File: src/rtl/iopt_pkg.sv
package iopt_pkg;

    // page geometry
    localparam int PAGE_SHIFT   = 12;
    localparam int IDX_SHIFT    = PAGE_SHIFT - 2;   // one 4-byte entry per page
    localparam int BASE_SCALE   = 4;                // base register counts 16-byte units

    // entry fields
    localparam int PTE_VALID    = 1;
    localparam int PTE_WRITE    = 2;
    localparam int PTE_PPN_LSB  = 8;

    // fault status word fields
    localparam int ST_W         = 32;
    localparam int ST_ERR       = 31;
    localparam int ST_LATE      = 30;
    localparam int ST_RSV_LSB   = 20;
    localparam logic [3:0] ST_RSV_VAL = 4'h8;
    localparam int ST_MULTI     = 19;
    localparam int ST_READ      = 18;
    localparam int ST_AVALID    = 17;

    typedef enum logic [1:0] {
        XL_IDLE,
        XL_FETCH,
        XL_CHECK,
        XL_RESP
    } xl_state_e;

    typedef struct packed {
        logic is_read;
        logic multi;
    } fault_evt_t;

    function automatic logic [ST_W-1:0] fault_word(input fault_evt_t evt);
        logic [ST_W-1:0] w;
        w = '0;
        w[ST_ERR]                   = 1'b1;
        w[ST_LATE]                  = 1'b1;
        w[ST_RSV_LSB +: 4]          = ST_RSV_VAL;
        w[ST_AVALID]                = 1'b1;
        w[ST_READ]                  = evt.is_read;
        w[ST_MULTI]                 = evt.multi;
        return w;
    endfunction

endpackage

File: src/rtl/iopt_entry_addr.sv
module iopt_entry_addr
    import iopt_pkg::*;
#(
    parameter int VA_W   = 32,
    parameter int BASE_W = 32,
    localparam int EA_W  = BASE_W + BASE_SCALE
) (
    input  logic [VA_W-1:0]   vaddr,
    input  logic [VA_W-1:0]   win_mask,
    input  logic [BASE_W-1:0] base,
    output logic [EA_W-1:0]   ent_addr
);
    logic [VA_W-1:0] rel_va;
    logic [VA_W-1:0] idx_off;

    always_comb begin
        rel_va   = vaddr & ~win_mask;
        idx_off  = (rel_va >> IDX_SHIFT) & ~(VA_W'(3));
        ent_addr = {base, {BASE_SCALE{1'b0}}} + EA_W'(idx_off);
    end
endmodule

File: src/rtl/iopt_perm.sv
module iopt_perm
    import iopt_pkg::*;
#(
    parameter int VA_W  = 32,
    parameter int PTE_W = 32,
    localparam int PA_W = PTE_W - PTE_PPN_LSB + PAGE_SHIFT
) (
    input  logic [PTE_W-1:0] pte,
    input  logic             is_write,
    input  logic [VA_W-1:0]  vaddr,
    output logic             allow,
    output logic [PA_W-1:0]  paddr
);
    logic unused_bits;

    always_comb begin
        allow       = pte[PTE_VALID] && (!is_write || pte[PTE_WRITE]);
        paddr       = {pte[PTE_W-1:PTE_PPN_LSB], vaddr[PAGE_SHIFT-1:0]};
        unused_bits = ^{pte[PTE_PPN_LSB-1:PTE_WRITE+1], pte[0], vaddr[VA_W-1:PAGE_SHIFT]};
    end
endmodule

File: src/rtl/iopt_fault_log.sv
module iopt_fault_log
    import iopt_pkg::*;
#(
    parameter int VA_W = 32
) (
    input  logic            clk,
    input  logic            rst,
    input  logic            log_en,
    input  logic            is_read,
    input  logic [VA_W-1:0] vaddr,
    output logic [ST_W-1:0] status,
    output logic [VA_W-1:0] addr
);
    fault_evt_t evt;

    always_comb begin
        evt.is_read = is_read;
        evt.multi   = status[ST_AVALID];
    end

    always_ff @(posedge clk) begin
        if (rst) begin
            status <= '0;
            addr   <= '0;
        end else if (log_en) begin
            status <= fault_word(evt);
            addr   <= {vaddr[VA_W-1:PAGE_SHIFT], {PAGE_SHIFT{1'b0}}};
        end
    end
endmodule

File: src/rtl/iopt_xlate.sv
module iopt_xlate
    import iopt_pkg::*;
#(
    parameter int VA_W   = 32,
    parameter int BASE_W = 32,
    parameter int PTE_W  = 32,
    localparam int EA_W  = BASE_W + BASE_SCALE,
    localparam int PA_W  = PTE_W - PTE_PPN_LSB + PAGE_SHIFT
) (
    input  logic              clk,
    input  logic              rst,
    input  logic              req_valid,
    input  logic              req_write,
    input  logic [VA_W-1:0]   req_vaddr,
    output logic              req_ready,
    input  logic [BASE_W-1:0] base_reg,
    input  logic [VA_W-1:0]   win_mask,
    output logic              pte_rd_req,
    output logic [EA_W-1:0]   pte_rd_addr,
    input  logic              pte_rd_ready,
    input  logic [PTE_W-1:0]  pte_rd_data,
    output logic              resp_valid,
    output logic              resp_fault,
    output logic [PA_W-1:0]   resp_paddr,
    output logic [ST_W-1:0]   fault_status,
    output logic [VA_W-1:0]   fault_addr
);
    xl_state_e         state_q;
    logic [VA_W-1:0]   va_q;
    logic              wr_q;
    logic [PTE_W-1:0]  pte_q;
    logic              fault_q;
    logic [PA_W-1:0]   pa_q;

    logic              allow;
    logic [PA_W-1:0]   pa_calc;
    logic              log_en;

    iopt_entry_addr #(.VA_W(VA_W), .BASE_W(BASE_W)) u_eaddr (
        .vaddr    (va_q),
        .win_mask (win_mask),
        .base     (base_reg),
        .ent_addr (pte_rd_addr)
    );

    iopt_perm #(.VA_W(VA_W), .PTE_W(PTE_W)) u_perm (
        .pte      (pte_q),
        .is_write (wr_q),
        .vaddr    (va_q),
        .allow    (allow),
        .paddr    (pa_calc)
    );

    assign log_en = (state_q == XL_CHECK) && !allow;

    iopt_fault_log #(.VA_W(VA_W)) u_flog (
        .clk     (clk),
        .rst     (rst),
        .log_en  (log_en),
        .is_read (!wr_q),
        .vaddr   (va_q),
        .status  (fault_status),
        .addr    (fault_addr)
    );

    always_ff @(posedge clk) begin
        if (rst) begin
            state_q <= XL_IDLE;
            va_q    <= '0;
            wr_q    <= 1'b0;
            pte_q   <= '0;
            fault_q <= 1'b0;
            pa_q    <= '0;
        end else begin
            unique case (state_q)
                XL_IDLE: begin
                    if (req_valid) begin
                        va_q    <= req_vaddr;
                        wr_q    <= req_write;
                        state_q <= XL_FETCH;
                    end
                end
                XL_FETCH: begin
                    if (pte_rd_ready) begin
                        pte_q   <= pte_rd_data;
                        state_q <= XL_CHECK;
                    end
                end
                XL_CHECK: begin
                    fault_q <= !allow;
                    pa_q    <= allow ? pa_calc : '0;
                    state_q <= XL_RESP;
                end
                XL_RESP: begin
                    state_q <= XL_IDLE;
                end
                default: state_q <= XL_IDLE;
            endcase
        end
    end

    assign req_ready  = (state_q == XL_IDLE);
    assign pte_rd_req = (state_q == XL_FETCH);
    assign resp_valid = (state_q == XL_RESP);
    assign resp_fault = fault_q;
    assign resp_paddr = pa_q;
endmodule

File: config.mk
export PLATFORM = sky130hd
export DESIGN_NAME = iopt_xlate
export DESIGN_NICKNAME = d
export VERILOG_FILES = /design/src/rtl/iopt_pkg.sv /design/src/rtl/iopt_entry_addr.sv /design/src/rtl/iopt_perm.sv /design/src/rtl/iopt_fault_log.sv /design/src/rtl/iopt_xlate.sv
export SDC_FILE = /design/constraint.sdc
export NUM_CORES = 1
export LEC_CHECK = 0
export BUFFER_PORTS_ARGS = -buffer_cell sky130_fd_sc_hd__buf_2
export CAP_MARGIN = 20
export CELL_PAD_IN_SITES_DETAIL_PLACEMENT = 1
export CELL_PAD_IN_SITES_GLOBAL_PLACEMENT = 1
export CORE_MARGIN = 2
export CORE_UTILIZATION = 28
export DETAILED_ROUTE_END_ITERATION = 10
export PLACE_DENSITY_LB_ADDON = 0.2
export SLEW_MARGIN = 20
export SYNTH_ARGS = -nofsm -noshare
export SYNTH_HDL_FRONTEND = slang
export SYNTH_HIERARCHICAL = 1
export SYNTH_SLANG_ARGS = --single-unit
File: constraint.sdc
create_clock -name clk -period 2.3 [get_ports clk]
set_clock_uncertainty 0.1 [all_clocks]
set_input_delay 0.23 -clock clk [delete_from_list [all_inputs] [get_ports clk]]
set_output_delay 0.23 -clock clk [all_outputs]
set_load 0.005 [all_outputs]
==> flow_summary.json <==
{
  "antenna_found_initial": 3,
  "overflow": 0,
  "setup_ws_ps": -678,
  "period_minus_slack_ps": 2980,
  "crit_path_start_kind": "flip-flop",
  "layout_common_cells": "buf_2, nand2_1, dfxtp_1, a21oi_1, buf_4",
  "routedWlPerCell_um": 15.7,
  "cts_tree": "done",
  "grt_pass1_wl_um": 34200,
  "final_common_cell": "buf_2",
  "drive_above_1_share_pct": 38.8,
  "cts_root_buf": "clkbuf_16",
  "cts_buffers": 17,
  "netlist_instances": 805,
  "drcViolationCount": 0,
  "syn_area_um2": 6470,
  "final_cells": 1411,
  "grt_start_max_net_pins": 66,
  "crit_arrival_ps": 2650,
  "tns_ps": -14910,
  "dp_slack_ps": -374,
  "power_mw": 7.81,
  "fin_crit_sh_pct": 129,
  "cp.required_ps": 1970,
  "grt_pass1_vias": 6528,
  "utilization_pct": 43.5,
  "grt_use_total_pct": 17.9,
  "violations": "setup timing",
  "cts_sinks": 121,
  "hpwl_um": 15600,
  "crit_type": "flip-flop to output pin",
  "crit_fanout": 4,
  "status": "finished, violations left",
  "hold_ws_ps": 163,
  "clockBufferDepth": 2,
  "dr.pass1.iters": 4,
  "endpoint_kind": "output pin",
  "ant_nets": 0,
  "row_count": 55,
  "worstMarginPinSlew_ps": 644,
  "avgSynthCellArea_um2": 8.04,
  "relSlewSlack_pct": 57.1,
  "clock.fmax_ghz": 0.336,
  "drtIter0Drc": 163,
  "fin_area_um2": 9850,
  "final-setup-viol-count": 28,
  "cts_max_level": 4,
  "leakage_nw": 4.41,
  "hp-class": "input port to flip-flop",
  "die_y_um": 156,
  "start_util_pct": 28.6,
  "p_per_area_nw_per_um2": 793,
  "via_per_inst": 4.46,
  "irDropWorstVdd_mv": 0.495,
  "nets": 1267,
  "clkTransAtPathRegs_ps": 60,
  "io_buffer_count": 214,
  "syn2layout_area_growth_pct": 52.1,
  "core_um2": 22600,
  "place_area_um2": 7830,
  "finalMaxSlewViolations": 0,
  "die_w_um": 156,
  "cap_violations": 0,
  "ios": 273,
  "num_vias": 6298,
  "place_inst": 1295,
  "gp_congestion": 0.822,
  "wirelength_um": 22200,
  "yosys_warnings": 6,
  "hold_viol_final": 0,
  "die_area_um2": 24300,
  "clkLatencyLatePin_ps": 410,
  "rsz0062_at_grt": "true"
}
==> critical path: stages, from the launching register on <==
cell and delay, ps:
dfxtp_2 360, nor2b_4 170, ha_4 230, a21oi_4 190
o221ai_4 140, a21oi_4 270, buf_4 160, buf_6 80
a21oi_2 60, o211a_1 210, a211o_1 240, buf_2 130
==> flip-flops by register name, summed over array words and instances, names as in the netlist <==
register,cells
state_q,2
va_q,32
resp_fault,1
resp_paddr,36
u_flog/status,3
wr_q,1
pte_q,26
u_flog/addr,20
==> report_power, final <==
part           total [mW]  internal (mW)  leakage (nW)  switching [mW]
Sequential           2.46           2.33         0.986           0.134
Clock                2.87           1.85         0.293            1.01
Combinational        2.48           1.15          3.13            1.32
Total                7.81           5.34          4.41            2.47
==> final cells by class <==
cell class / count / area, µm²
inverters: 11 / 41.3
clock buffers: 19 / 443
diodes: 3 / 7.51
fillers: 2717 / 12800
well taps: 285 / 357
clock inverters: 13 / 193
multi-input cells: 589 / 3870
repair buffers: 370 / 2500
flip-flops and latches: 121 / 2440
==> repair_timing <==
action                     4_1_cts  5_1_grt
pin swaps                       35       34
buffers inserted                12       15
hold buffers                    59        0
gates cloned                     0        0
hold endpoints to repair        59        0
setup endpoints to repair       28       29
gates resized for setup         79       56
==> metal layers <==
layer,track usage (%),share of wire (%),vias up
met5,0,0,-
met3,4.47,5.5,30
met1,20.8,42,2945
met2,32.3,50,175
li1,-,-,3148
met4,5.46,1.8,0
==> path summary, 6_finish.rpt <==
check                                from                           end  slack, ps  cells after the start
setup reg to reg  state_q[0]$_SDFFE_PP0P_  u_flog/addr[22]$_SDFFE_PP0P_        410                      6
hold reg to reg      va_q[2]$_SDFFE_PP0P_          va_q[2]$_SDFFE_PP0P_        350                      2
hold / removal               pte_rd_ready       state_q[1]$_SDFFE_PP0P_        160                      4
setup / recovery    va_q[20]$_SDFFE_PP0P_               pte_rd_addr[21]       -680                     11
(Power assumes the default switching activity.)
